===== config.mk =====
export PLATFORM = sky130hd
export DESIGN_NAME = utc_timekeeper
export DESIGN_NICKNAME = d
export VERILOG_FILES = /design/src/rtl/utc_pkg.sv /design/src/rtl/utc_rst_sync.sv /design/src/rtl/utc_frc.sv /design/src/rtl/utc_vpin.sv /design/src/rtl/utc_tod.sv /design/src/rtl/utc_timekeeper.sv
export SDC_FILE = /design/constraint.sdc
export NUM_CORES = 1
export LEC_CHECK = 0
export BUFFER_PORTS_ARGS = -buffer_cell sky130_fd_sc_hd__buf_2
export CORE_UTILIZATION = 50
export DETAILED_ROUTE_END_ITERATION = 8
export GPL_ROUTABILITY_DRIVEN = 1
export GPL_TIMING_DRIVEN = 0
export PLACE_DENSITY_LB_ADDON = 0.08
export SYNTH_ARGS = -nofsm -noshare
export SYNTH_HDL_FRONTEND = slang
export SYNTH_HIERARCHICAL = 1
export SYNTH_SLANG_ARGS = --single-unit

===== constraint.sdc =====
create_clock -name clk -period 20.1 [get_ports clk]
set_clock_uncertainty 0.1 [all_clocks]
set_input_delay 2.01 -clock clk [delete_from_list [all_inputs] [get_ports clk]]
set_output_delay 2.01 -clock clk [all_outputs]
set_load 0.05 [all_outputs]

===== src/rtl/utc_pkg.sv =====
package utc_pkg;
  localparam int OP_W      = 4;
  localparam int PIN_IDX_W = 8;
  localparam int MODE_W    = 4;
  localparam int SEC_W     = 32;
  localparam int TRIM_W    = 32;

  localparam logic [OP_W-1:0]      OP_ARM_SEC = 4'd0;
  localparam logic [OP_W-1:0]      OP_TRIM    = 4'd3;
  localparam logic [PIN_IDX_W-1:0] VPIN_IDX   = 8'd7;
  localparam logic [MODE_W-1:0]    VPIN_MODE  = 4'h2;
endpackage


===== src/rtl/utc_rst_sync.sv =====
module utc_rst_sync (
  input  logic clk,
  input  logic rst_n,
  output logic rst_sync_n
);
  logic [1:0] sync_q;

  always_ff @(posedge clk or negedge rst_n) begin
    if (!rst_n) sync_q <= 2'b00;
    else        sync_q <= {sync_q[0], 1'b1};
  end

  assign rst_sync_n = sync_q[1];
endmodule


===== src/rtl/utc_frc.sv =====
module utc_frc #(
  parameter int               FRC_W   = 64,
  parameter int               WORD_W  = 32,
  parameter logic [FRC_W-1:0] FRC_RST = '0
) (
  input  logic              clk,
  input  logic              rst_n,
  input  logic              rd_hi,
  output logic [FRC_W-1:0]  frc_o,
  output logic [WORD_W-1:0] rd_word_o
);
  localparam int NWORD = FRC_W / WORD_W;

  logic [FRC_W-1:0]  cnt_q, cnt_d;
  logic              cnt_en;
  logic [WORD_W-1:0] word_a [NWORD];

  always_comb begin
    cnt_en = 1'b1;
    cnt_d  = cnt_q + FRC_W'(1);
  end

  always_ff @(posedge clk or negedge rst_n) begin
    if (!rst_n)      cnt_q <= FRC_RST;
    else if (cnt_en) cnt_q <= cnt_d;
  end

  for (genvar g = 0; g < NWORD; g++) begin : g_word
    assign word_a[g] = cnt_q[g*WORD_W +: WORD_W];
  end

  assign rd_word_o = rd_hi ? word_a[NWORD-1] : word_a[0];
  assign frc_o     = cnt_q;
endmodule


===== src/rtl/utc_vpin.sv =====
module utc_vpin
  import utc_pkg::*;
#(
  parameter int FRC_W = 64
) (
  input  logic                 clk,
  input  logic                 rst_n,
  input  logic                 pin_wr,
  input  logic [PIN_IDX_W-1:0] pin_idx,
  input  logic [MODE_W-1:0]    pin_mode,
  input  logic                 pin_en,
  input  logic [FRC_W-1:0]     pin_target,
  input  logic [FRC_W-1:0]     frc,
  output logic                 fire_o,
  output logic                 pps_o
);
  logic             en_q, en_d;
  logic [FRC_W-1:0] tgt_q, tgt_d;
  logic             pps_q;
  logic             accept;
  logic             fire;

  always_comb begin
    accept = pin_wr && (pin_idx == VPIN_IDX) && (pin_mode == VPIN_MODE);
    fire   = en_q && (frc >= tgt_q);
    tgt_d  = accept ? pin_target : tgt_q;
    if (accept)    en_d = pin_en;
    else if (fire) en_d = 1'b0;
    else           en_d = en_q;
  end

  always_ff @(posedge clk or negedge rst_n) begin
    if (!rst_n) begin
      en_q  <= 1'b0;
      tgt_q <= '0;
      pps_q <= 1'b0;
    end else begin
      en_q  <= en_d;
      pps_q <= fire;
      if (accept) tgt_q <= tgt_d;
    end
  end

  assign fire_o = fire;
  assign pps_o  = pps_q;
endmodule


===== src/rtl/utc_tod.sv =====
module utc_tod
  import utc_pkg::*;
#(
  parameter int unsigned SEC_UNITS = 1000000000,
  parameter int          FRAC_W    = 8,
  parameter int unsigned STEP_FX   = 1638,
  parameter int          SUB_W     = 30
) (
  input  logic              clk,
  input  logic              rst_n,
  input  logic              cmd_wr,
  input  logic [OP_W-1:0]   cmd_op,
  input  logic [TRIM_W-1:0] cmd_adj,
  input  logic [SEC_W-1:0]  cmd_sec,
  input  logic              apply_load,
  output logic              armed_o,
  output logic [SEC_W-1:0]  sec_o,
  output logic [SUB_W-1:0]  subsec_o
);
  localparam logic signed [63:0] SEC_FX  = 64'(SEC_UNITS) <<< FRAC_W;
  localparam logic signed [63:0] STEP_S  = 64'(STEP_FX);
  localparam int                 ACC_W   = $clog2(SEC_UNITS) + FRAC_W + 1;

  logic [ACC_W-1:0]  acc_q, acc_d;
  logic [SEC_W-1:0]  sec_q, sec_d;
  logic [SEC_W-1:0]  arm_sec_q;
  logic              armed_q, armed_d;
  logic [TRIM_W-1:0] trim_q;
  logic              arm_we, trim_we;
  logic signed [63:0] sum_s, trim_fx, wrap_s, wrap_sat;
  logic              roll;

  always_comb begin
    arm_we  = cmd_wr && (cmd_op == OP_ARM_SEC);
    trim_we = cmd_wr && (cmd_op == OP_TRIM);

    if (arm_we)          armed_d = 1'b1;
    else if (apply_load) armed_d = 1'b0;
    else                 armed_d = armed_q;

    sum_s   = $signed({{(64-ACC_W){1'b0}}, acc_q}) + STEP_S;
    trim_fx = $signed({{(64-TRIM_W){trim_q[TRIM_W-1]}}, trim_q}) <<< FRAC_W;
    roll    = (sum_s >= SEC_FX);
    wrap_s  = sum_s - SEC_FX + trim_fx;
    if (wrap_s < 64'sd0)        wrap_sat = 64'sd0;
    else if (wrap_s >= SEC_FX)  wrap_sat = SEC_FX - 64'sd1;
    else                        wrap_sat = wrap_s;

    if (apply_load) begin
      acc_d = '0;
      sec_d = arm_sec_q;
    end else if (roll) begin
      acc_d = ACC_W'(wrap_sat);
      sec_d = sec_q + SEC_W'(1);
    end else begin
      acc_d = ACC_W'(sum_s);
      sec_d = sec_q;
    end
  end

  always_ff @(posedge clk or negedge rst_n) begin
    if (!rst_n) begin
      acc_q     <= '0;
      sec_q     <= '0;
      arm_sec_q <= '0;
      armed_q   <= 1'b0;
      trim_q    <= '0;
    end else begin
      acc_q   <= acc_d;
      sec_q   <= sec_d;
      armed_q <= armed_d;
      if (arm_we)  arm_sec_q <= cmd_sec;
      if (trim_we) trim_q    <= cmd_adj;
    end
  end

  assign armed_o  = armed_q;
  assign sec_o    = sec_q;
  assign subsec_o = SUB_W'(acc_q >> FRAC_W);
endmodule


===== src/rtl/utc_timekeeper.sv =====
module utc_timekeeper
  import utc_pkg::*;
#(
  parameter int               FRC_W     = 64,
  parameter int               WORD_W    = 32,
  parameter logic [FRC_W-1:0] FRC_RST   = '0,
  parameter int unsigned      SEC_UNITS = 1000000000,
  parameter int               FRAC_W    = 8,
  parameter int unsigned      STEP_FX   = 1638,
  localparam int              SUB_W     = $clog2(SEC_UNITS)
) (
  input  logic                 clk,
  input  logic                 rst_n,
  input  logic                 pin_wr,
  input  logic [PIN_IDX_W-1:0] pin_idx,
  input  logic [MODE_W-1:0]    pin_mode,
  input  logic                 pin_en,
  input  logic [FRC_W-1:0]     pin_target,
  input  logic                 cmd_wr,
  input  logic [OP_W-1:0]      cmd_op,
  input  logic [TRIM_W-1:0]    cmd_adj,
  input  logic [SEC_W-1:0]     cmd_sec,
  input  logic                 rd_hi,
  output logic [WORD_W-1:0]    rd_word,
  output logic                 pps_pulse,
  output logic [SEC_W-1:0]     utc_sec,
  output logic [SUB_W-1:0]     utc_subsec
);
  logic             rst_sync_n;
  logic [FRC_W-1:0] frc_val;
  logic             fire;
  logic             armed;
  logic             apply_load;

  utc_rst_sync i_rst (
    .clk(clk), .rst_n(rst_n), .rst_sync_n(rst_sync_n)
  );

  utc_frc #(.FRC_W(FRC_W), .WORD_W(WORD_W), .FRC_RST(FRC_RST)) i_frc (
    .clk(clk), .rst_n(rst_sync_n), .rd_hi(rd_hi),
    .frc_o(frc_val), .rd_word_o(rd_word)
  );

  utc_vpin #(.FRC_W(FRC_W)) i_vpin (
    .clk(clk), .rst_n(rst_sync_n), .pin_wr(pin_wr), .pin_idx(pin_idx),
    .pin_mode(pin_mode), .pin_en(pin_en), .pin_target(pin_target),
    .frc(frc_val), .fire_o(fire), .pps_o(pps_pulse)
  );

  assign apply_load = fire && armed;

  utc_tod #(.SEC_UNITS(SEC_UNITS), .FRAC_W(FRAC_W), .STEP_FX(STEP_FX),
            .SUB_W(SUB_W)) i_tod (
    .clk(clk), .rst_n(rst_sync_n), .cmd_wr(cmd_wr), .cmd_op(cmd_op),
    .cmd_adj(cmd_adj), .cmd_sec(cmd_sec), .apply_load(apply_load),
    .armed_o(armed), .sec_o(utc_sec), .subsec_o(utc_subsec)
  );
endmodule


==> results.sh, run 1 <==
export IMPL_status="finished with violations"
export IMPL_violations="design-rule violations"
export IMPL_dp_hpwl_um=37600
export IMPL_synth_warnings=6
export IMPL_start_util=0.507
export IMPL_synth_top_flop_cell="dfrtp_1"
export IMPL_crit_arrival_ns=8.14
export IMPL_place_gp_congestion=0.939
export IMPL_ys_ff_latch=267
export IMPL_final_cell_area_um2=20500
export IMPL_setup_viol=0
export IMPL_grt_use_met2=0.402
export IMPL_drc=2
export IMPL_cts_setup_buffers=0
export IMPL_r2r_end="i_tod/acc_q[22]"
export IMPL_cp_end_kind="register"
export IMPL_avgSynthCellArea_um2=9.93
export IMPL_mappedNetlistArea_um2=17500
export IMPL_tightest_slew_ns=1.36
export IMPL_dp_slack_ns=12.64
export IMPL_num_vias=14700
export IMPL_r2r_slack_ns=12.32
export IMPL_powerDensity_nw_per_um2=119
export IMPL_async_flop_share=1.00
export IMPL_area_delta_synth_final_pct=16.9
export IMPL_cts_resized=0
export IMPL_fillers=3140
export IMPL_rsz0062_at_grt="no"
export IMPL_grt_busiest_layer="met1"
export IMPL_htreeDepth=1
export IMPL_postLayoutSetupSlackWorst_ns=12.32
export IMPL_hp_class="reg2async"
export IMPL_grt_overflow_total=0
export IMPL_setup_worst_path_start="i_tod/acc_q[10]"
export IMPL_vdd_drop_max_mv=0.0867
export IMPL_power_total_mw=2.44
export IMPL_grt_usage=0.275
export IMPL_final_hold_violation_count=0
export IMPL_netlist_area_leader_share=0.381
export IMPL_holdWs_ns=0.144
export IMPL_wl_per_cell_um=19.4
export IMPL_placeableCoreArea_um2=34500
export IMPL_cts_root_buf="clkbuf_16"
export IMPL_synth_cells=1764
export IMPL_cpPeakStageDelay_ns=0.87
export IMPL_cts_buffers_inserted=31
export IMPL_die_h_um=189
export IMPL_yosysSeqAreaShare=0.381
export IMPL_synth_edf_count=0
export IMPL_clock_sinks=267
export IMPL_fin_crit_sh=0.387
export IMPL_tritoncts="built"
export IMPL_cellLeakagePower_nw=9.45
export IMPL_crit_slowest_cell="a2111oi_2"
export IMPL_cp_endpoint="i_tod/acc_q[22]"
export IMPL_yosysMostFrequentCell="dfrtp_1"
export IMPL_clock_path_buffers=3
export IMPL_synthTopCellsByCount="dfrtp_1 (267), mux2_2 (163), nand2_1 (123)"
export IMPL_layout_drive_gt1_share=0.274
export IMPL_firstDrtPassIters=7
export IMPL_synthTopCellsByArea="dfrtp_1 (38%), mux2_2 (10%), ha_1 (7.1%)"
export IMPL_rr_worst_depth=22
export IMPL_synth_nets=2015
export IMPL_antenna_found_initial=10
export IMPL_crit_required_ns=20.45
export IMPL_path_class="reg2reg"
export IMPL_grt_pass1_wl_um=77800
export IMPL_nets=2295
export IMPL_worst_setup_path_start_kind="register"
export IMPL_cap_violations=0
export IMPL_use_met3=0.0576
export IMPL_rows=68
export IMPL_slew_viol_final=0
export IMPL_grt_max_degree=70
export IMPL_crit_chain="or4_4 -> nor2_2 -> a31oi_1 -> o31ai_1 -> a211oi_4 -> a221oi_2 -> nand2_1 -> nand3_1 -> o21ai_0 -> nand2_1 -> ha_1 -> a21o_1 -> a21o_1 -> a21o_1 -> a211o_1 -> and2_1 -> a211oi_1 -> nand3_1 -> a2111oi_2 -> nand2_1 -> clkbuf_1 -> a211oi_1"
export IMPL_ant_nets=0
export IMPL_routed_wl_um=49200
export IMPL_use_met1=0.406
export IMPL_synth_cell_types=95
export IMPL_io_buffer_count=243
export IMPL_grt_pass1_vias=14200
export IMPL_slew_headroom=0.0872
export IMPL_hold_buffers=0
export IMPL_worstReg2RegStart="i_tod/acc_q[10]"
export IMPL_insertion_delay_ns=0.60
export IMPL_die_w_um=189
export IMPL_viasPerCell=5.79
export IMPL_crit_fanout=10
export IMPL_fin_crit_ns=7.78
export IMPL_clkSlewWorstSetupHoldPaths_ns=0.06
export IMPL_max_freq_mhz=128
export IMPL_placed_cell_area_um2=19400
export IMPL_yosysTopAreaCell="dfrtp_1"
export IMPL_ios=245
export IMPL_drt_iter0_markers=1032
export IMPL_tns_ns=0
export IMPL_design_die_area_um2=35800
cell usage in the layout, fill, tap and decap left out, types with 11 or more instances in the layout:
cell         n
and2_1      12
xnor2_1     98
nand2_1    123
nand3_1     75
o22ai_1     18
and3_1      27
clkbuf_1    51
inv_1      111
nor3_1      36
ha_1       100
and4_1      12
a21o_1      25
nor2_1      71
mux2_2     163
o21ai_0     58
buf_2      256
clkbuf_16   31
xor2_1      62
a211oi_1    49
a21oi_1     75
buf_4       33
dfrtp_1    266
nand4_1     59
nor4_1      11
flip-flops by register name (all words and copies together), names as in the netlist:
register / cells
i_tod/acc_q: 38
i_vpin/pps_o: 1
i_rst/sync_q: 2
i_tod/sec_o: 32
i_frc/frc_o: 64
i_tod/arm_sec_q: 32
i_vpin/en_q: 1
i_tod/armed_o: 1
i_tod/trim_q: 32
i_vpin/tgt_q: 64
final cells by class:
class	instances	area [um^2]	area share
Multi-Input combinational cell	1284	9860	0.481
Sequential cell	267	6690	0.326
Timing Repair Buffer	247	1330	0.0647
Clock buffer	45	908	0.0443
Tap cell	455	569	0.0278
Buffer	101	558	0.0272
Inverter	112	420	0.0205
Clock inverter	13	140	0.00684
Antenna cell	7	17.5	0.000855
per-stage QoR:
| stage | instances | utilization |
|---|---|---|
| floorplan | 1764 | - |
| global placement | 2462 | 0.559 |
| detailed placement | 2466 | 0.562 |
| CTS | 2524 | 0.592 |
| global route | 2525 | 0.593 |
| finish | 2531 | 0.593 |
where the power goes:
group | internal [mW] | leakage, nW | total (mW) | switching, mW
logic | 0.420 | 5.50 | 1.16 | 0.740
clock network | 0.340 | 0.521 | 0.578 | 0.238
registers | 0.612 | 3.43 | 0.699 | 0.0866
total | 1.37 | 9.45 | 2.44 | 1.06
critical path: cells and delay by family, from the launching register on:
family | cells | cell delay, ns
compound gates | 12 | 4.05
simple gates | 8 | 2.23
buf+inv | 1 | 0.40
flops | 1 | 0.50
fa+ha+maj | 1 | 0.31
cell families after synthesis:
| group | count (synthesis) | share of synthesized area |
|---|---|---|
| adders and majority gates | 101 | 0.0726 |
| AOI/OAI and AO/OA | 357 | 0.147 |
| xor gates and xnor gates | 160 | 0.0800 |
| buffers and inverters | 213 | 0.0559 |
| DFF | 267 | 0.381 |
| and+or+nand+nor | 494 | 0.154 |
| muxes | 170 | 0.109 |
| other | 2 | 0.000429 |
metal layers:
layer	vias to the layer above	share of wire
met1	7124	0.48
met2	442	0.42
met4	6	0.029
met5	-	0.00075
met3	96	0.068
li1	6982	-
how the worst min path moves through the flow:
stage | from | endpoint | slack [ns] | cells past startpoint
after global placement | i_rst/sync_q[0] | i_rst/sync_q[1] | 0.24 | 0
final | i_rst/sync_q[1] | i_vpin/tgt_q[3] | 0.14 | 0
after global routing | i_rst/sync_q[1] | i_frc/frc_o[2] | 0.17 | 0
after CTS | i_rst/sync_q[1] | i_vpin/tgt_q[2] | 0.15 | 0
after detailed placement | i_rst/sync_q[1] | i_vpin/tgt_q[2] | 0.15 | 0
after floorplan | i_rst/sync_q[0] | i_rst/sync_q[1] | 0.23 | 0
Note: power is estimated with default switching activity, not from simulation.
==> run 2, diff against run 1 <==
- clock period: 20.1 -> 6.85 ns (I/O delays scaled with it)
==> run 2 against run 1 <==
Total power increased to 3.0 times the previous value. First-iteration DRC count increased by 2.8%. Highest routed layer unchanged. Global-route usage increased by 0.59 points. Critical path type unchanged. The flow now finishes without violations. Hold slack got worse by 0.017 ns.
==> results.sh, run 2 (same netlist as run 1, synthesis figures left out) <==
export IMPL_status="finished clean"
export IMPL_cap_violations=0
export IMPL_fin_crit_ns=6.62
export IMPL_antenna_found_initial=8
export IMPL_clock_sinks=267
export IMPL_max_freq_mhz=151
export IMPL_final_cell_mix="dfrtp_1 (265), buf_2 (258), mux2_2 (163), nand2_1 (123), inv_1 (111)"
export IMPL_grt_pass1_vias=14400
export IMPL_crit_arrival_ns=6.89
export IMPL_grt_usage=0.281
export IMPL_slew_headroom=0.148
export IMPL_num_vias=14800
export IMPL_slew_viol_final=0
export IMPL_layout_drive_gt1_share=0.281
export IMPL_grt_max_degree=68
export IMPL_wl_per_cell_um=19.7
export IMPL_die_h_um=189
export IMPL_fin_crit_sh=0.967
export IMPL_worstReg2RegStart="i_tod/acc_q[11]"
export IMPL_cts_buffers_inserted=34
export IMPL_use_met1=0.414
export IMPL_placeableCoreArea_um2=34500
export IMPL_cellLeakagePower_nw=9.48
export IMPL_placed_cell_area_um2=19400
export IMPL_insertion_delay_ns=0.54
export IMPL_tightest_slew_ns=1.27
export IMPL_firstDrtPassIters=5
export IMPL_rows=68
export IMPL_ios=245
export IMPL_vdd_drop_max_mv=0.269
export IMPL_htreeDepth=2
export IMPL_clock_path_buffers=3
export IMPL_dp_hpwl_um=38000
export IMPL_grt_pass1_wl_um=78900
export IMPL_crit_fanout=10
export IMPL_cp_end_kind="register"
export IMPL_place_gp_congestion=0.910
export IMPL_clkSlewWorstSetupHoldPaths_ns=0.06
export IMPL_layout_commonest_cell="dfrtp_1"
export IMPL_design_die_area_um2=35800
export IMPL_ant_nets=0
export IMPL_start_util=0.507
export IMPL_setup_worst_path_start="i_tod/acc_q[11]"
export IMPL_drc=0
export IMPL_powerDensity_nw_per_um2=352
export IMPL_grt_busiest_layer="met2"
export IMPL_final_hold_violation_count=0
export IMPL_hp_class="reg2async"
export IMPL_drt_iter0_markers=1061
export IMPL_io_buffer_count=243
export IMPL_die_w_um=189
export IMPL_final_util=0.597
export IMPL_tritoncts="built"
export IMPL_area_delta_synth_final_pct=17.7
export IMPL_crit_required_ns=7.12
export IMPL_cts_root_buf="clkbuf_16"
export IMPL_grt_overflow_total=0
export IMPL_grt_use_met2=0.414
export IMPL_nets=2303
export IMPL_use_met3=0.0563
export IMPL_viasPerCell=5.83
export IMPL_worst_setup_path_start_kind="register"
export IMPL_fillers=3140
export IMPL_path_class="reg2reg"
export IMPL_final_cell_area_um2=20600
export IMPL_routed_wl_um=50000
export IMPL_setup_viol=0
[run 2: area by class of cell]
type,count,area [um^2],area share
Sequential cell,267,6690,0.324
Buffer,101,569,0.0276
Clock buffer,51,985,0.0478
Antenna cell,5,12.5,0.000607
Tap cell,455,569,0.0276
Inverter,112,420,0.0204
Multi-Input combinational cell,1284,9960,0.483
Timing Repair Buffer,252,1370,0.0663
Clock inverter,6,46.3,0.00225
[run 2: through the flow]
stage               power [mW]  cells  setup TNS (ns)  setup WS (ns)  hold WS (ns)
floorplan                 4.55   1764               0          0.990         0.231
global placement          5.38   2462          -14.86         -0.808         0.233
detailed placement        5.43   2466          -16.50         -0.841         0.130
CTS                       7.20   2525         -0.0311        -0.0311         0.137
global route              7.66   2530       -0.000790      -0.000790         0.153
finish                    7.26   2533               0          0.229         0.127
[run 2: critical path: stages, from the launching register on]
cell and delay (ns):
dfrtp_1 0.49, nand4_4 0.21, or4b_1 0.57, buf_6 0.17
or4_1 0.52, o31ai_2 0.13, a211oi_4 0.16, buf_4 0.18
or2_2 0.28, a21oi_1 0.14, a31oi_1 0.07, xor2_1 0.18
ha_1 0.36, and4_1 0.28, and3b_1 0.24, a221oi_1 0.26
inv_1 0.11, or3_1 0.47, mux2_2 0.34, a21oi_2 0.27
o311ai_4 0.26, nand2_1 0.22, clkbuf_2 0.31, a211oi_1 0.13
[run 2: what timing repair did]
action	CTS	global route
endpoints found under the setup margin	35	37
hold buffers	1	0
pin swaps	1	2
hold endpoints to repair	2	0
buffers inserted	1	3
resized for setup	8	25
[run 2: path summary, 6_finish.rpt]
check                                          end  slack (ns)  depth (start not counted)
worst min-delay path            i_tod/arm_sec_q[9]        0.13                          0
worst max-delay path               i_tod/acc_q[31]        0.23                         23
worst max register to register     i_tod/acc_q[31]        0.23                         23
min in group clk                   i_rst/sync_q[1]        0.26                          0
max in group asynchronous          i_tod/acc_q[22]        5.51                          2
worst min register to register  i_tod/arm_sec_q[9]        0.13                          0
[run 2: layer usage]
layer / vias up / part of all wire
li1: 6997 / -
met1: 7236 / 0.47
met2: 461 / 0.43
met3: 78 / 0.072
met4: 8 / 0.022
met5: - / 0.00092
[run 2: where the power goes]
part | internal (mW) | switching [mW] | leakage [nW] | total, mW
combinational | 1.27 | 2.24 | 5.56 | 3.52
sequential | 1.80 | 0.255 | 3.43 | 2.05
clock | 0.990 | 0.698 | 0.500 | 1.69
total | 4.06 | 3.20 | 9.48 | 7.26
==> run 3, diff against run 2 <==
- GPL_TIMING_DRIVEN: 0 -> default
==> run 3 against run 2 <==
Clock power up 11%. Combinational power down 6.0%. Global-route usage down 1.5 points. Die area unchanged. Flip-flop and latch count unchanged. Wire length down 5.7%. Critical path depth down 3. Critical endpoint is now i_tod/acc_q[33]. Largest power group unchanged.
==> results.sh, run 3 (same netlist as run 1, synthesis figures left out) <==
export IMPL_status="finished clean"
export IMPL_pwr_share_comb=0.455
export IMPL_rows=68
export IMPL_routed_wl_um=47100
export IMPL_netSwitchingFraction=0.431
export IMPL_clock_path_buffers=3
export IMPL_grt_max_degree=144
export IMPL_cts_root_buf="clkbuf_16"
export IMPL_grt_pass1_wl_um=75600
export IMPL_powerDensity_nw_per_um2=360
export IMPL_firstDrtPassIters=5
export IMPL_final_cell_area_um2=20200
export IMPL_design_die_area_um2=35800
export IMPL_crit_arrival_ns=6.74
export IMPL_worst_setup_path_start_kind="register"
export IMPL_pwr_share_clk=0.257
export IMPL_vdd_drop_max_mv=0.246
export IMPL_slew_headroom=0.156
export IMPL_ios=245
export IMPL_placed_cell_area_um2=18900
export IMPL_num_vias=14300
export IMPL_grt_overflow_total=0
export IMPL_place_gp_congestion=0.899
export IMPL_area_delta_synth_final_pct=15.2
export IMPL_final_cell_mix="dfrtp_1 (266), buf_2 (244), mux2_2 (163), nand2_1 (123), inv_1 (111)"
export IMPL_hp_class="reg2reg"
export IMPL_die_h_um=189
export IMPL_viasPerCell=5.82
export IMPL_final_hold_violation_count=0
export IMPL_seqPwrFrac=0.287
export IMPL_dp_hpwl_um=35100
export IMPL_cellLeakagePower_nw=9.26
export IMPL_fin_crit_sh=0.935
export IMPL_drt_iter0_markers=936
export IMPL_htreeDepth=2
export IMPL_max_freq_mhz=156
export IMPL_placeableCoreArea_um2=34500
export IMPL_crit_fanout=21
export IMPL_antenna_found_initial=8
export IMPL_grt_usage=0.266
export IMPL_tightest_slew_ns=1.26
export IMPL_clock_sinks=267
export IMPL_start_util=0.507
export IMPL_drc=0
export IMPL_tritoncts="built"
export IMPL_cts_buffers_inserted=34
export IMPL_crit_required_ns=7.18
export IMPL_nets=2216
export IMPL_wl_per_cell_um=19.2
export IMPL_p_switching_mw=3.13
export IMPL_layout_drive_gt1_share=0.271
export IMPL_cp_end_kind="register"
export IMPL_insertion_delay_ns=0.53
export IMPL_layout_commonest_cell="dfrtp_1"
export IMPL_final_util=0.584
export IMPL_ant_nets=0
export IMPL_io_buffer_count=244
export IMPL_die_w_um=189
export IMPL_setup_viol=0
export IMPL_grt_pass1_vias=13800
export IMPL_cap_violations=0
export IMPL_clkSlewWorstSetupHoldPaths_ns=0.06
export IMPL_intPower_mw=4.13
export IMPL_path_class="reg2reg"
export IMPL_fin_crit_ns=6.41
export IMPL_slew_viol_final=0
-- run 3: cell count changes in the layout (fill, tap and decap cells not counted), sizes merged --
| cell | change |
|---|---|
| clkbuf | -43 |
| clkinv | -1 |
| buf | -44 |
| bufinv | +4 |
| inv | +2 |
| clkinvlp | -1 |
-- run 3: final timing paths --
kind | startpoint | endpoint | slack [ns] | cells past startpoint
setup / recovery | i_tod/acc_q[11] | i_tod/acc_q[33] | 0.44 | 20
hold / removal | i_rst/sync_q[0] | i_rst/sync_q[1] | 0.25 | 0
setup reg to reg | i_tod/acc_q[11] | i_tod/acc_q[33] | 0.44 | 20
hold reg to reg | i_rst/sync_q[0] | i_rst/sync_q[1] | 0.25 | 0
max in group asynchronous | i_rst/sync_q[1] | i_tod/acc_q[3] | 4.93 | 1
min in group asynchronous | i_rst/sync_q[1] | i_tod/arm_sec_q[1] | 0.26 | 0
-- run 3: cell type report --
| type | instances | area, um^2 |
|---|---|---|
| repair buffers | 266 | 1410 |
| clock buffers | 51 | 995 |
| inverters | 112 | 420 |
| diodes | 5 | 12.5 |
| clock inverters | 10 | 171 |
| fillers | 3157 | 14400 |
| flip-flops and latches | 267 | 6690 |
| well taps | 455 | 569 |
| multi-input cells | 1284 | 9910 |
-- run 3: metal layers --
layer / track usage / share of wire / wire length (um) / vias up
li1: - / - / - / 6809
met1: 0.394 / 0.48 / 22500 / 6952
met2: 0.391 / 0.43 / 20300 / 436
met3: 0.0593 / 0.073 / 3440 / 63
met4: 0.0679 / 0.017 / 802 / 6
met5: 0 / 0.00089 / 42 / -
-- run 3: through the flow --
| step | hold WS, ns | cells | TNS [ns] | worst slack, ns | power (mW) |
|---|---|---|---|---|---|
| floorplan | 0.231 | 1764 | 0 | 0.990 | 4.55 |
| global placement | 0.234 | 2383 | 0 | 0.466 | 5.33 |
| detailed placement | 0.240 | 2383 | 0 | 0.315 | 5.34 |
| CTS | 0.255 | 2445 | 0 | 0.283 | 7.24 |
| global route | 0.265 | 2447 | -0.0261 | -0.0261 | 7.69 |
| finish | 0.254 | 2450 | 0 | 0.442 | 7.26 |
-- run 3: timing repair --
| item | CTS | global route |
|---|---|---|
| setup endpoints to repair | 0 | 30 |
| setup buffers | 0 | 0 |
| endpoints found under the hold margin | 2 | 0 |
| resized for setup | 0 | 7 |
| hold buffers | 1 | 0 |
-- run 3: power groups by stage --
stage / Clock (mW) / Sequential (mW) / Combinational (mW)
floorplan: 0 / 2.15 / 2.41
global placement: 0 / 2.09 / 3.24
detailed placement: 0 / 2.11 / 3.23
CTS: 1.91 / 2.08 / 3.25
global route: 1.97 / 2.12 / 3.60
finish: 1.87 / 2.09 / 3.31
-- run 3: critical path, stage by stage, from the launching register on --
cell	delay, ns
dfrtp_1	0.49
nand4_4	0.20
or4b_4	0.67
or4_1	0.54
o31ai_1	0.15
a211oi_4	0.18
a21oi_1	0.33
a21boi_0	0.24
nor2_1	0.09
xor2_1	0.16
ha_1	0.42
and3_1	0.26
and2_0	0.31
a221oi_2	0.35
mux2_2	0.37
a211oi_1	0.26
a31oi_1	0.18
a2111oi_4	0.35
nand2_1	0.09
buf_4	0.25
a221oi_1	0.29
